**src/rtl/banked_rf_pkg.sv**
```systemverilog
`timescale 1ns/1ps
package banked_rf_pkg;
   typedef enum logic [4:0] {
      MODE_USR = 5'b10000,
      MODE_FIQ = 5'b10001,
      MODE_IRQ = 5'b10010,
      MODE_SVC = 5'b10011,
      MODE_ABT = 5'b10111,
      MODE_UND = 5'b11011,
      MODE_SYS = 5'b11111
   } cpu_mode_e;

   localparam int unsigned IDX_W    = 4;
   localparam int unsigned BANK_W   = 3;
   localparam int unsigned HI_BANKS = 6;
   localparam int unsigned EXC_MODES = HI_BANKS - 1;
   localparam int unsigned MID_CNT  = 5;
   localparam int unsigned LOW_CNT  = 8;
   localparam int unsigned BIT_IRQ_OFF = 7;
   localparam int unsigned BIT_FIQ_OFF = 6;

   typedef logic [BANK_W-1:0] bank_t;

   localparam bank_t BANK_SHARED = 3'd0;
   localparam bank_t BANK_FIQ    = 3'd1;
   localparam bank_t BANK_IRQ    = 3'd2;
   localparam bank_t BANK_SVC    = 3'd3;
   localparam bank_t BANK_ABT    = 3'd4;
   localparam bank_t BANK_UND    = 3'd5;
endpackage

```
**src/rtl/rf_bank_decode.sv**
```systemverilog
`timescale 1ns/1ps
module rf_bank_decode
   import banked_rf_pkg::*;
(
   input  logic [4:0] mode,
   output bank_t      bank,
   output logic       is_fiq,
   output logic       is_exc
);
   always_comb begin
      case (mode)
         MODE_FIQ: bank = BANK_FIQ;
         MODE_IRQ: bank = BANK_IRQ;
         MODE_SVC: bank = BANK_SVC;
         MODE_ABT: bank = BANK_ABT;
         MODE_UND: bank = BANK_UND;
         default:  bank = BANK_SHARED;
      endcase
   end

   assign is_fiq = (bank == BANK_FIQ);
   assign is_exc = (bank != BANK_SHARED);
endmodule

```
**src/rtl/rf_phys_store.sv**
```systemverilog
`timescale 1ns/1ps
module rf_phys_store
   import banked_rf_pkg::*;
#(
   parameter int unsigned DATA_W  = 32,
   parameter int unsigned PC_STEP = 4,
   parameter int unsigned RD_PORTS = 2
) (
   input  logic                          clk,
   input  logic                          rst_n,
   input  logic                          wr_en,
   input  logic [IDX_W-1:0]              wr_idx,
   input  logic [DATA_W-1:0]             wr_data,
   input  logic                          wr_fiq,
   input  bank_t                         wr_bank,
   input  logic                          lr_en,
   input  bank_t                         lr_bank,
   input  logic [DATA_W-1:0]             lr_data,
   input  logic                          ret_en,
   input  bank_t                         ret_bank,
   input  logic                          pc_adv,
   input  logic                          rd_fiq,
   input  bank_t                         rd_bank,
   input  logic [RD_PORTS-1:0][IDX_W-1:0]  rd_idx,
   output logic [RD_PORTS-1:0][DATA_W-1:0] rd_data,
   output logic [DATA_W-1:0]             pc_q
);
   localparam int unsigned MID_BASE = LOW_CNT;
   localparam int unsigned SP_IDX   = LOW_CNT + MID_CNT;
   localparam int unsigned LR_IDX   = SP_IDX + 1;
   localparam int unsigned PC_IDX   = LR_IDX + 1;
   localparam logic [DATA_W-1:0] STEP_V = DATA_W'(PC_STEP);

   if (PC_IDX != 15) begin : g_bad_map
      $error("register map must end at index 15");
   end
   if (RD_PORTS < 1) begin : g_bad_ports
      $error("at least one read port is required");
   end

   logic [DATA_W-1:0] low_q [LOW_CNT];
   logic [DATA_W-1:0] mid_q [2][MID_CNT];
   logic [DATA_W-1:0] sp_q  [HI_BANKS];
   logic [DATA_W-1:0] lr_q  [HI_BANKS];
   logic [DATA_W-1:0] pc_r;

   for (genvar i = 0; i < LOW_CNT; i++) begin : g_low
      always_ff @(posedge clk or negedge rst_n) begin
         if (!rst_n)
            low_q[i] <= '0;
         else if (wr_en && wr_idx == IDX_W'(i))
            low_q[i] <= wr_data;
      end
   end

   for (genvar b = 0; b < 2; b++) begin : g_mid_bank
      for (genvar j = 0; j < MID_CNT; j++) begin : g_mid
         always_ff @(posedge clk or negedge rst_n) begin
            if (!rst_n)
               mid_q[b][j] <= '0;
            else if (wr_en && wr_idx == IDX_W'(MID_BASE + j) && wr_fiq == (b == 1))
               mid_q[b][j] <= wr_data;
         end
      end
   end

   for (genvar b = 0; b < HI_BANKS; b++) begin : g_hi
      always_ff @(posedge clk or negedge rst_n) begin
         if (!rst_n)
            sp_q[b] <= '0;
         else if (wr_en && wr_idx == IDX_W'(SP_IDX) && wr_bank == BANK_W'(b))
            sp_q[b] <= wr_data;
      end
      always_ff @(posedge clk or negedge rst_n) begin
         if (!rst_n)
            lr_q[b] <= '0;
         else if (lr_en && lr_bank == BANK_W'(b))
            lr_q[b] <= lr_data;
         else if (wr_en && wr_idx == IDX_W'(LR_IDX) && wr_bank == BANK_W'(b))
            lr_q[b] <= wr_data;
      end
   end

   always_ff @(posedge clk or negedge rst_n) begin
      if (!rst_n)
         pc_r <= '0;
      else if (ret_en)
         pc_r <= lr_q[ret_bank];
      else if (wr_en && wr_idx == IDX_W'(PC_IDX))
         pc_r <= wr_data;
      else if (pc_adv)
         pc_r <= pc_r + STEP_V;
   end

   assign pc_q = pc_r;

   for (genvar p = 0; p < RD_PORTS; p++) begin : g_rd
      logic [IDX_W-1:0] off;
      assign off = rd_idx[p] - IDX_W'(MID_BASE);
      always_comb begin
         if (rd_idx[p] < IDX_W'(MID_BASE))
            rd_data[p] = low_q[rd_idx[p][2:0]];
         else if (rd_idx[p] < IDX_W'(SP_IDX))
            rd_data[p] = mid_q[rd_fiq][off[2:0]];
         else if (rd_idx[p] == IDX_W'(SP_IDX))
            rd_data[p] = sp_q[rd_bank];
         else if (rd_idx[p] == IDX_W'(LR_IDX))
            rd_data[p] = lr_q[rd_bank];
         else
            rd_data[p] = pc_r;
      end
   end
endmodule

```
**src/rtl/rf_status_ctl.sv**
```systemverilog
`timescale 1ns/1ps
module rf_status_ctl
   import banked_rf_pkg::*;
#(
   parameter int unsigned DATA_W = 32,
   parameter logic [DATA_W-1:0] RESET_STATUS = DATA_W'(32'h0000_00D3)
) (
   input  logic              clk,
   input  logic              rst_n,
   input  logic              entry_en,
   input  logic [4:0]        entry_mode,
   input  bank_t             entry_bank,
   input  logic              entry_fiq,
   input  logic              ret_en,
   input  bank_t             cur_bank,
   input  logic              st_wr_en,
   input  logic [DATA_W-1:0] st_wr_data,
   output logic [DATA_W-1:0] status_q,
   output logic [DATA_W-1:0] saved_q
);
   if (DATA_W < 16) begin : g_bad_width
      $error("status word needs at least 16 bits");
   end

   logic [DATA_W-1:0] cur_r;
   logic [DATA_W-1:0] spsr_q [EXC_MODES];
   logic [DATA_W-1:0] entry_val;

   always_comb begin
      entry_val = cur_r;
      entry_val[4:0] = entry_mode;
      entry_val[BIT_IRQ_OFF] = 1'b1;
      if (entry_fiq)
         entry_val[BIT_FIQ_OFF] = 1'b1;
   end

   for (genvar m = 0; m < EXC_MODES; m++) begin : g_spsr
      always_ff @(posedge clk or negedge rst_n) begin
         if (!rst_n)
            spsr_q[m] <= '0;
         else if (entry_en && entry_bank == BANK_W'(m + 1))
            spsr_q[m] <= cur_r;
      end
   end

   logic [DATA_W-1:0] ret_val;

   always_comb begin
      ret_val = '0;
      for (int m = 0; m < EXC_MODES; m++)
         if (cur_bank == BANK_W'(m + 1))
            ret_val = spsr_q[m];
   end

   always_ff @(posedge clk or negedge rst_n) begin
      if (!rst_n)
         cur_r <= RESET_STATUS;
      else if (entry_en)
         cur_r <= entry_val;
      else if (ret_en)
         cur_r <= ret_val;
      else if (st_wr_en)
         cur_r <= st_wr_data;
   end

   assign status_q = cur_r;
   assign saved_q  = ret_val;
endmodule

```
**src/rtl/banked_regfile.sv**
```systemverilog
`timescale 1ns/1ps
module banked_regfile
   import banked_rf_pkg::*;
#(
   parameter int unsigned DATA_W  = 32,
   parameter int unsigned PC_STEP = 4
) (
   input  logic              clk,
   input  logic              rst_n,
   input  logic [3:0]        rd_a_idx,
   output logic [DATA_W-1:0] rd_a_data,
   input  logic [3:0]        rd_b_idx,
   output logic [DATA_W-1:0] rd_b_data,
   input  logic              wr_en,
   input  logic [3:0]        wr_idx,
   input  logic [DATA_W-1:0] wr_data,
   input  logic              pc_adv,
   input  logic              st_wr_en,
   input  logic [DATA_W-1:0] st_wr_data,
   input  logic              exc_take,
   input  logic [4:0]        exc_mode,
   input  logic [DATA_W-1:0] exc_ret_addr,
   input  logic              exc_ret,
   output logic [DATA_W-1:0] status_q,
   output logic [DATA_W-1:0] saved_status,
   output logic [DATA_W-1:0] pc_q
);
   if (PC_STEP == 0) begin : g_bad_step
      $error("PC_STEP must be nonzero");
   end

   bank_t cur_bank, tgt_bank;
   logic  cur_fiq, cur_exc, tgt_fiq, tgt_exc;
   logic  entry_ok, ret_ok, wr_ok, st_ok;
   logic [1:0][IDX_W-1:0]  rd_idx;
   logic [1:0][DATA_W-1:0] rd_data;

   rf_bank_decode u_cur_dec (
      .mode   (status_q[4:0]),
      .bank   (cur_bank),
      .is_fiq (cur_fiq),
      .is_exc (cur_exc)
   );

   rf_bank_decode u_tgt_dec (
      .mode   (exc_mode),
      .bank   (tgt_bank),
      .is_fiq (tgt_fiq),
      .is_exc (tgt_exc)
   );

   assign entry_ok = exc_take & tgt_exc;
   assign ret_ok   = exc_ret & cur_exc & ~entry_ok;
   assign wr_ok    = wr_en & ~entry_ok & ~ret_ok;
   assign st_ok    = st_wr_en & ~entry_ok & ~ret_ok;

   assign rd_idx[0] = rd_a_idx;
   assign rd_idx[1] = rd_b_idx;
   assign rd_a_data = rd_data[0];
   assign rd_b_data = rd_data[1];

   rf_phys_store #(
      .DATA_W   (DATA_W),
      .PC_STEP  (PC_STEP),
      .RD_PORTS (2)
   ) u_store (
      .clk      (clk),
      .rst_n    (rst_n),
      .wr_en    (wr_ok),
      .wr_idx   (wr_idx),
      .wr_data  (wr_data),
      .wr_fiq   (cur_fiq),
      .wr_bank  (cur_bank),
      .lr_en    (entry_ok),
      .lr_bank  (tgt_bank),
      .lr_data  (exc_ret_addr),
      .ret_en   (ret_ok),
      .ret_bank (cur_bank),
      .pc_adv   (pc_adv),
      .rd_fiq   (cur_fiq),
      .rd_bank  (cur_bank),
      .rd_idx   (rd_idx),
      .rd_data  (rd_data),
      .pc_q     (pc_q)
   );

   rf_status_ctl #(
      .DATA_W (DATA_W)
   ) u_status (
      .clk        (clk),
      .rst_n      (rst_n),
      .entry_en   (entry_ok),
      .entry_mode (exc_mode),
      .entry_bank (tgt_bank),
      .entry_fiq  (tgt_fiq),
      .ret_en     (ret_ok),
      .cur_bank   (cur_bank),
      .st_wr_en   (st_ok),
      .st_wr_data (st_wr_data),
      .status_q   (status_q),
      .saved_q    (saved_status)
   );
endmodule

```
**config.mk**
```make
export PLATFORM = sky130hd
export DESIGN_NAME = banked_regfile
export DESIGN_NICKNAME = d
export VERILOG_FILES = /design/src/rtl/banked_rf_pkg.sv /design/src/rtl/rf_bank_decode.sv /design/src/rtl/rf_phys_store.sv /design/src/rtl/rf_status_ctl.sv /design/src/rtl/banked_regfile.sv
export SDC_FILE = /design/constraint.sdc
export NUM_CORES = 2
export LEC_CHECK = 0
export ABC_CLOCK_PERIOD_IN_PS = 8620
export BUFFER_PORTS_ARGS = -buffer_cell sky130_fd_sc_hd__buf_4
export CORE_MARGIN = 3
export CORE_UTILIZATION = 30
export DETAILED_ROUTE_END_ITERATION = 7
export GPL_ROUTABILITY_DRIVEN = 0
export MAX_ROUTING_LAYER = met4
export PLACE_DENSITY = 0.5
export SLEW_MARGIN = 10
export SYNTH_ARGS = -nofsm -noshare
export SYNTH_HDL_FRONTEND = slang
export SYNTH_SLANG_ARGS = --single-unit
```
**constraint.sdc**
```tcl
create_clock -name clk -period 8.62 [get_ports clk]
set_input_delay 1.293 -clock clk [delete_from_list [all_inputs] [get_ports clk]]
set_output_delay 1.293 -clock clk [all_outputs]
set_load 0.1 [all_outputs]
```
Word-level counts from Yosys, hierarchy flattened
Index checks and enable logic that the tools add are counted.
{"block": "classes", "magnitude_cmp": 10, "eq_ne": 40, "add_sub_neg": 3, "bitwise_logic": 16, "muxes": 55, "n_reduce_logical": 60}
{"operator": "$mux W32", "count": 42}
{"operator": "$bmux W32 S3", "count": 6}
{"operator": "$mux W160", "count": 3}
{"operator": "$eq A5 B5 Y1 const B", "count": 10}
{"operator": "$eq A4 B4 Y1 const B", "count": 12}
{"operator": "$logic_and A1 B1 Y1", "count": 44}
{"operator": "$add A32 B3 Y32 const B", "count": 1}
{"operator": "$pmux W3 S5", "count": 2}
{"operator": "$ge A4 B4 Y1 const B", "count": 5}
{"operator": "$not A3 Y4", "count": 5}
{"operator": "$eq A4 B3 Y1 const B", "count": 4}
{"operator": "$lt A4 B4 Y1 const B", "count": 4}
{"operator": "$reduce_bool A2 Y1", "count": 7}
{"operator": "$eq A3 B2 Y1 const B", "count": 4}
{"operator": "$eq A3 B3 Y1 const B", "count": 4}
{"operator": "$reduce_bool A3 Y1", "count": 4}
{"operator": "$eq A4 B2 Y1 const B", "count": 2}
{"operator": "$mux W8", "count": 1}
{"operator": "$and A1 B1 Y1", "count": 7}
{"operator": "$eq A3 B1 Y1 const B", "count": 2}
{"operator": "$logic_not A3 Y1", "count": 2}
{"operator": "$sub A3 B1 Y3 const B", "count": 2}
{"operator": "$eq A4 B1 Y1 const B", "count": 1}
{"operator": "$logic_not A4 Y1", "count": 1}
{"operator": "6 further kinds", "count": 9}
{"block": "totals", "word_cells": 223, "inputBits": 120, "ff_bits": 1184}

Longest topological paths before layout
{"block": "logic_depth", "word_depth": 12, "mapped_depth": 12, "ltp_nobuf": 7}

Hierarchy
Synthesis repeated with hierarchy kept, for this count alone.
{"block": "hier_totals", "cells_unflattened": 5260, "area_unflattened_um2": 64694.5}
{"mod": "rf_phys_store", "cells_per_inst": 4464, "instances": 1, "area_per_inst_um2": 55032.8, "seq_area_each_um2": 24823.8}
{"mod": "rf_status_ctl", "cells_per_inst": 764, "instances": 1, "area_per_inst_um2": 9480.3, "seq_area_each_um2": 4810.9}
{"mod": "rf_bank_decode", "cells_per_inst": 13, "instances": 2, "area_per_inst_um2": 76.3, "seq_area_each_um2": 0.0}
{"mod": "banked_regfile", "cells_per_inst": 6, "instances": 1, "area_per_inst_um2": 28.8, "seq_area_each_um2": 0.0}

Worst setup path before layout
No wires, ideal clock.
{"block": "synth_timing", "kind": "in2out", "from": "in rd_a_idx[0]", "to": "out rd_a_data[12]", "n_path_buf": 4, "setup_slack_ns": 0.094, "t_arrival_ns": 7.233, "required_time_ns": 7.327, "cell_stages": 7, "path_cell_list": "buf_2 > buf_2 > buf_2 > clkbuf_1 > mux4_2 > a21oi_1 > a2111oi_0"}
{"block": "synth_between", "elab_chain_len": 7, "word_cells_on_any_way": 17}
{"element": "start, declared", "line": "banked_regfile.sv:10", "text": "input logic [3:0] rd_a_idx,"}
{"element": "$sub A3 B1 Y3", "line": "rf_phys_store.sv:99", "text": "assign off = rd_idx[p] - IDX_W'(MID_BASE);"}
{"element": "$not A3 Y4 (implied by the code)", "line": "rf_phys_store.sv:104", "text": "rd_data[p] = mid_q[rd_fiq][off[2:0]];"}
{"element": "$bmux W32 S3", "line": "rf_phys_store.sv:104"}
{"element": "$mux W32 (implied by the code) (2 in series)", "line": "rf_phys_store.sv:104"}
{"element": "$mux W32", "line": "rf_phys_store.sv:103", "text": "else if (rd_idx[p] < IDX_W'(SP_IDX))"}
{"element": "$mux W32 (*)", "line": "rf_phys_store.sv:101", "text": "if (rd_idx[p] < IDX_W'(MID_BASE))"}
{"element": "end, declared", "line": "banked_regfile.sv:11", "text": "output logic [DATA_W-1:0] rd_a_data,"}
Mark *: on every way between the ends. The rest lies on a longest branch, timed or not. The select of a mux whose other input is x is not followed.

Worst setup path in the final report
{"block": "layout_timing", "from": "reg u_status.cur_r[0] (netlist: u_status.status_q[0])", "to": "out rd_a_data[30]"}
{"block": "layout_between", "elab_chain_len": 12, "word_cells_on_any_way": 25}
{"element": "start, declared", "line": "rf_status_ctl.sv:25", "text": "logic [DATA_W-1:0] cur_r;"}
{"element": "start signal, assigned", "line": "rf_status_ctl.sv:59", "text": "cur_r <= entry_val;"}
{"element": "start signal, assigned", "line": "rf_status_ctl.sv:61", "text": "cur_r <= ret_val;"}
{"element": "start signal, assigned", "line": "rf_status_ctl.sv:63", "text": "cur_r <= st_wr_data;"}
{"element": "$eq A5 B5 Y1", "line": "rf_bank_decode.sv:11", "text": "case (mode)"}
{"element": "$pmux W3 S5 (*)", "line": "rf_bank_decode.sv:11"}
{"element": "$eq A3 B1 Y1", "line": "rf_bank_decode.sv:21", "text": "assign is_fiq = (bank == BANK_FIQ);"}
{"element": "$not A1 Y2 (implied by the code)", "line": "rf_phys_store.sv:104"}
{"element": "$mux W160 (implied by the code) (3 in series)", "line": "rf_phys_store.sv:104"}
{"element": "$bmux W32 S3", "line": "rf_phys_store.sv:104"}
{"element": "$mux W32 (implied by the code) (2 in series)", "line": "rf_phys_store.sv:104"}
{"element": "$mux W32 (*)", "line": "rf_phys_store.sv:103"}
{"element": "$mux W32 (*)", "line": "rf_phys_store.sv:101"}
Marks and branches as above.

==> report_table.html <==
<table>
<tr><th>Metric</th><th>Value</th></tr>
<tr><th colspan="2">Run status</th></tr>
<tr><td>Result of the run</td><td>finished, final reports clean</td></tr>
<tr><th colspan="2">Worst setup path</th></tr>
<tr><td>Crit end category</td><td>output pin</td></tr>
<tr><td>RR Startpoint</td><td>u_status.status_q[4]</td></tr>
<tr><td>Startpoint kind of the worst setup timing path</td><td>register</td></tr>
<tr><td>Worst Path Class, Setup</td><td>register to output pin</td></tr>
<tr><td>Arrival @ worst endpoint</td><td>roughly 5600 ps</td></tr>
<tr><td>Crit path required time</td><td>roughly 7300 ps</td></tr>
<tr><td>Crit path max fanout</td><td>46</td></tr>
<tr><td>Launching instance or port of the critical path</td><td>u_status.status_q[0]</td></tr>
<tr><th colspan="2">Cells and area</th></tr>
<tr><td>Layout overhead on the synthesized area</td><td>15.6%</td></tr>
<tr><td>Final Non-Filler Cells</td><td>7946</td></tr>
<tr><td>Layout cells sized above 1</td><td>0.364</td></tr>
<tr><td>Final Instance Area</td><td>roughly 70000 um2</td></tr>
<tr><td>Core utilization of the finished layout</td><td>0.351</td></tr>
<tr><td>Net count reported at finish</td><td>~5300</td></tr>
<tr><th colspan="2">Route</th></tr>
<tr><td>Count of TritonRoute iterations in the first routing pass</td><td>6</td></tr>
<tr><td>Post-detailed-routing wire length</td><td>237 mm</td></tr>
<tr><td>Via count</td><td>45500</td></tr>
<tr><td>DR WL/cell</td><td>29.8 um</td></tr>
<tr><td>Antenna viol nets, final</td><td>0</td></tr>
<tr><td>DRC Markers</td><td>0</td></tr>
<tr><td>Post-detailed-route via-to-cell ratio</td><td>5.73</td></tr>
<tr><td>Detailed Route Iter0 Violations</td><td>4852</td></tr>
<tr><th colspan="2">Power and ir drop</th></tr>
<tr><td>Pwr Density</td><td>just over 300 nW/um2</td></tr>
<tr><td>Sw Ratio</td><td>0.385</td></tr>
<tr><td>Clock share of power</td><td>0.284</td></tr>
<tr><td>Total net switching power</td><td>8.53 mW</td></tr>
<tr><td>IR drop worst, VDD</td><td>about 0.23 mV</td></tr>
<tr><td>Cell-internal power</td><td>13.7 mW</td></tr>
<tr><td>Portion of total power attributed to sequential cells</td><td>0.382</td></tr>
<tr><td>Standby leakage power</td><td>31.7 nW</td></tr>
<tr><td>Proportion of power drawn by combinational gates</td><td>0.334</td></tr>
<tr><td>Total power of the final layout</td><td>22.2 mW</td></tr>
<tr><th colspan="2">GRT</th></tr>
<tr><td>Total routing usage reported by global routing</td><td>0.227</td></tr>
<tr><td>Vias in the first global route</td><td>45500</td></tr>
<tr><td>Pin count of the biggest net entering global routing</td><td>~160</td></tr>
<tr><td>Wire length of the first global-routing pass</td><td>341 mm</td></tr>
<tr><td>Antenna violations before repair</td><td>24</td></tr>
<tr><td>Congestion Overflow GR</td><td>0</td></tr>
<tr><th colspan="2">Timing</th></tr>
<tr><td>RSZ-0062 raised after global routing</td><td>false</td></tr>
<tr><td>Clk_skew</td><td>~46 ps</td></tr>
<tr><td>Measured slew at the worst slew-check pin</td><td>1390 ps</td></tr>
<tr><td>Setup TNS after final layout</td><td>0 ps</td></tr>
<tr><td>Worst path setup slack after routing</td><td>1730 ps</td></tr>
<tr><td>Maximum operating frequency</td><td>145 MHz</td></tr>
<tr><td>Post-layout minimum cycle time</td><td>about 6900 ps</td></tr>
<tr><td>Final cycle utilization of the critical path</td><td>0.799</td></tr>
<tr><td>Relative slew slack</td><td>0.0712</td></tr>
<tr><td>Final-report hold violation count</td><td>0</td></tr>
<tr><td>Count of endpoints failing setup in the final report</td><td>0</td></tr>
<tr><td>Worst slack on hold paths</td><td>472 ps</td></tr>
<tr><td>Number of max-slew violations in the final report</td><td>0</td></tr>
<tr><th colspan="2">Min path</th></tr>
<tr><td>Hold_sp</td><td>u_status.spsr_q[128]</td></tr>
<tr><td>Path category of the worst min-delay check</td><td>register to register</td></tr>
<tr><th colspan="2">Placement</th></tr>
<tr><td>Placed Cells</td><td>roughly 7700</td></tr>
<tr><td>Half-perimeter wire length of the detailed placement result</td><td>between 150 and 200 mm</td></tr>
<tr><td>Placed inst area</td><td>about 66000 um2</td></tr>
<tr><td>Port Buf Inserts</td><td>~280</td></tr>
<tr><td>Setup WS pre-CTS</td><td>2090 ps</td></tr>
<tr><th colspan="2">Floorplan</th></tr>
<tr><td>Initial core utilization</td><td>0.303</td></tr>
<tr><td>I/O pin count</td><td>280</td></tr>
<tr><td>Placement Rows</td><td>about 170</td></tr>
<tr><td>Height of the die</td><td>459 um</td></tr>
<tr><td>Standard cell core area</td><td>203000 um2</td></tr>
<tr><td>DIE WIDTH</td><td>459 um</td></tr>
<tr><td>Die ar.</td><td>211000 um2</td></tr>
<tr><th colspan="2">Synthesis</th></tr>
<tr><td>EDFF count, synth</td><td>0</td></tr>
<tr><td>Portion of the post-synthesis area used by sequential elements</td><td>0.481</td></tr>
<tr><td>Post-Syn Area</td><td>61600 um2</td></tr>
<tr><td>Cells after synthesis</td><td>5092</td></tr>
<tr><td>Syn Area/Cell</td><td>12.1 um2</td></tr>
<tr><td>Net count of the mapped netlist</td><td>5213</td></tr>
<tr><td>FF+latch count, synth</td><td>1184</td></tr>
<tr><td>Xor-xnor portion of the synthesized cell area</td><td>0.00384</td></tr>
<tr><td>Yosys cell types</td><td>between 80 and 90</td></tr>
<tr><td>Synthesized-area fraction occupied by ao, oa, aoi and oai cells</td><td>0.115</td></tr>
<tr><td>Total number of yosys warnings</td><td>0</td></tr>
<tr><td>Post-synthesis adder-cell area fraction</td><td>0.000203</td></tr>
<tr><td>Async set or reset register ratio after synthesis</td><td>1.00</td></tr>
<tr><td>Simple-gate area share of the yosys netlist</td><td>0.0586</td></tr>
<tr><td>Combinational family with the most area after synthesis</td><td>multiplexers</td></tr>
<tr><td>Share of cell area taken by muxes after synthesis</td><td>0.306</td></tr>
<tr><td>Most used flip-flop cell after synthesis</td><td>dfrtp_1</td></tr>
<tr><th colspan="2">Clock network</th></tr>
<tr><td>Worst-path clk slew</td><td>60 ps</td></tr>
<tr><td>CTS tree</td><td>yes</td></tr>
<tr><td>Number of post-CTS setup repair buffers</td><td>0</td></tr>
<tr><td>Deepest level of the CTS H-tree</td><td>4</td></tr>
<tr><td>CTS Sinks</td><td>~1200</td></tr>
<tr><td>Clock buffer count from CTS</td><td>between 100 and 150</td></tr>
<tr><td>Root buffer selected by CTS</td><td>clkbuf_16</td></tr>
<tr><td>Number of resized instances in the post-cts repair step</td><td>0</td></tr>
<tr><td>Hold-fix buffer count after cts</td><td>0</td></tr>
<tr><td>Source-to-sink clock delay at the later pin of the worst-skew pair</td><td>about 800 ps</td></tr>
<tr><td>Clock Tree Buf Depth</td><td>3</td></tr>
<tr><th colspan="2">Job</th></tr>
<tr><td>Number of max-capacitance violations reported</td><td>0</td></tr>
</table>
final timing paths:
kind | endpoint | slack [ps] | cells past startpoint
setup / recovery | rd_a_data[30] | 1730 | 8
hold / removal | u_status.spsr_q[128] | 470 | 2
setup reg to reg | u_store.mid_q[74] | 4010 | 7
hold reg to reg | u_status.spsr_q[128] | 470 | 2
max in group asynchronous | u_store.low_q[161] | 5970 | 3
min in group asynchronous | u_store.lr_q[118] | 510 | 1
kinds of logic (layout without fill, tap and decap cells):
kind of cell	after synthesis	after routing
compound gates	1056	1056
xor+xnor	27	27
fa+ha+maj	1	1
buf+inv	519	684
flops	1184	1184
mux	1477	1477
other cells	0	17
simple gates	828	828
layout make-up:
type / instances / area [um2]
clock buffers: 211 / 4280
flip-flops and latches: 1184 / 29600
multi-input cells: 3389 / 30100
inverters: 15 / 56.3
repair buffers: 407 / 3200
clock inverters: 51 / 629
fillers: 20000 / 132000
well taps: 2672 / 3340
diodes: 17 / 42.5
layer usage:
metal	vias up	GRT usage	wire length, um
met2	1772	0.354	111000
met5	-	-	0
met3	449	0.0386	15100
met4	0	0.101	11800
met1	24000	0.291	99000
li1	19300	-	-
placed cells by master (no fill, tap or decap), drive strengths merged, types with 32 or more instances in the layout:
cell / Yosys / layout
a222oi: 47 / 47
buf: 181 / 406
dfrtp: 1179 / 1179
clkinv: 1 / 33
nor2: 267 / 267
mux4: 227 / 227
a31oi: 44 / 44
mux2: 986 / 986
o21ai: 228 / 228
a22o: 32 / 32
clkbuf: 323 / 212
a21oi: 269 / 269
mux2i: 264 / 264
a221oi: 86 / 86
o22ai: 63 / 63
nand3: 52 / 52
a211oi: 34 / 34
a22oi: 67 / 67
nand2: 369 / 369
Yosys cell counts (all sizes together), types with 7 or more instances:
cell type	count	area (um2)
o21a	7	52.6
o21ai	228	1140
a222oi	47	470
a21boi	14	105
a221oi	86	753
inv	14	52.6
a21o	9	67.6
a311oi	26	228
mux2i	264	2640
o211ai	15	113
nand4	12	75.1
xor2	8	70.1
a32oi	12	105
mux4	227	5110
o22ai	63	400
a211oi	34	265
nor2	267	1010
nor3	26	150
clkbuf	323	1210
dfrtp	1179	29500
mux2	986	11100
buf	181	907
nor3b	9	67.6
nand2b	15	93.8
and2	18	113
and3	20	125
a21oi	269	1350
o221a	8	90.1
a22o	32	280
nand3	52	260
nor4	8	50.1
nand2	369	1390
nor2b	10	62.6
xnor2	19	166
a31oi	44	275
a22oi	67	508
a221o	30	300
a2111oi	10	87.6
o2bb2ai	8	70.1
registers in the layout, indices dropped and copies added (netlist names):
name	count
u_store.mid_q	320
u_store.low_q	256
u_store.lr_q	192
u_store.sp_q	192
u_status.spsr_q	160
u_status.status_q	32
u_store.pc_q	32
critical path, cell delays in order (launching register included):
cell and delay (ps):
dfstp_2 960, nand3_1 410, nor2_4 830, buf_4 640
a22o_1 260, o21ba_2 130, nor4b_1 70, nor4_1 980
buf_4 450
power by group through the flow:
stage | clock network (mW) | logic (mW) | registers [mW]
2_1_floorplan | 0 | 4.49 | 9.00
3_3_place_gp | 0 | 7.34 | 8.44
3_5_place_dp | 0 | 7.42 | 8.52
4_1_cts | 6.45 | 7.44 | 8.43
5_1_grt | 6.69 | 7.81 | 8.67
6_report | 6.31 | 7.41 | 8.47
(Power assumes the default switching activity.)
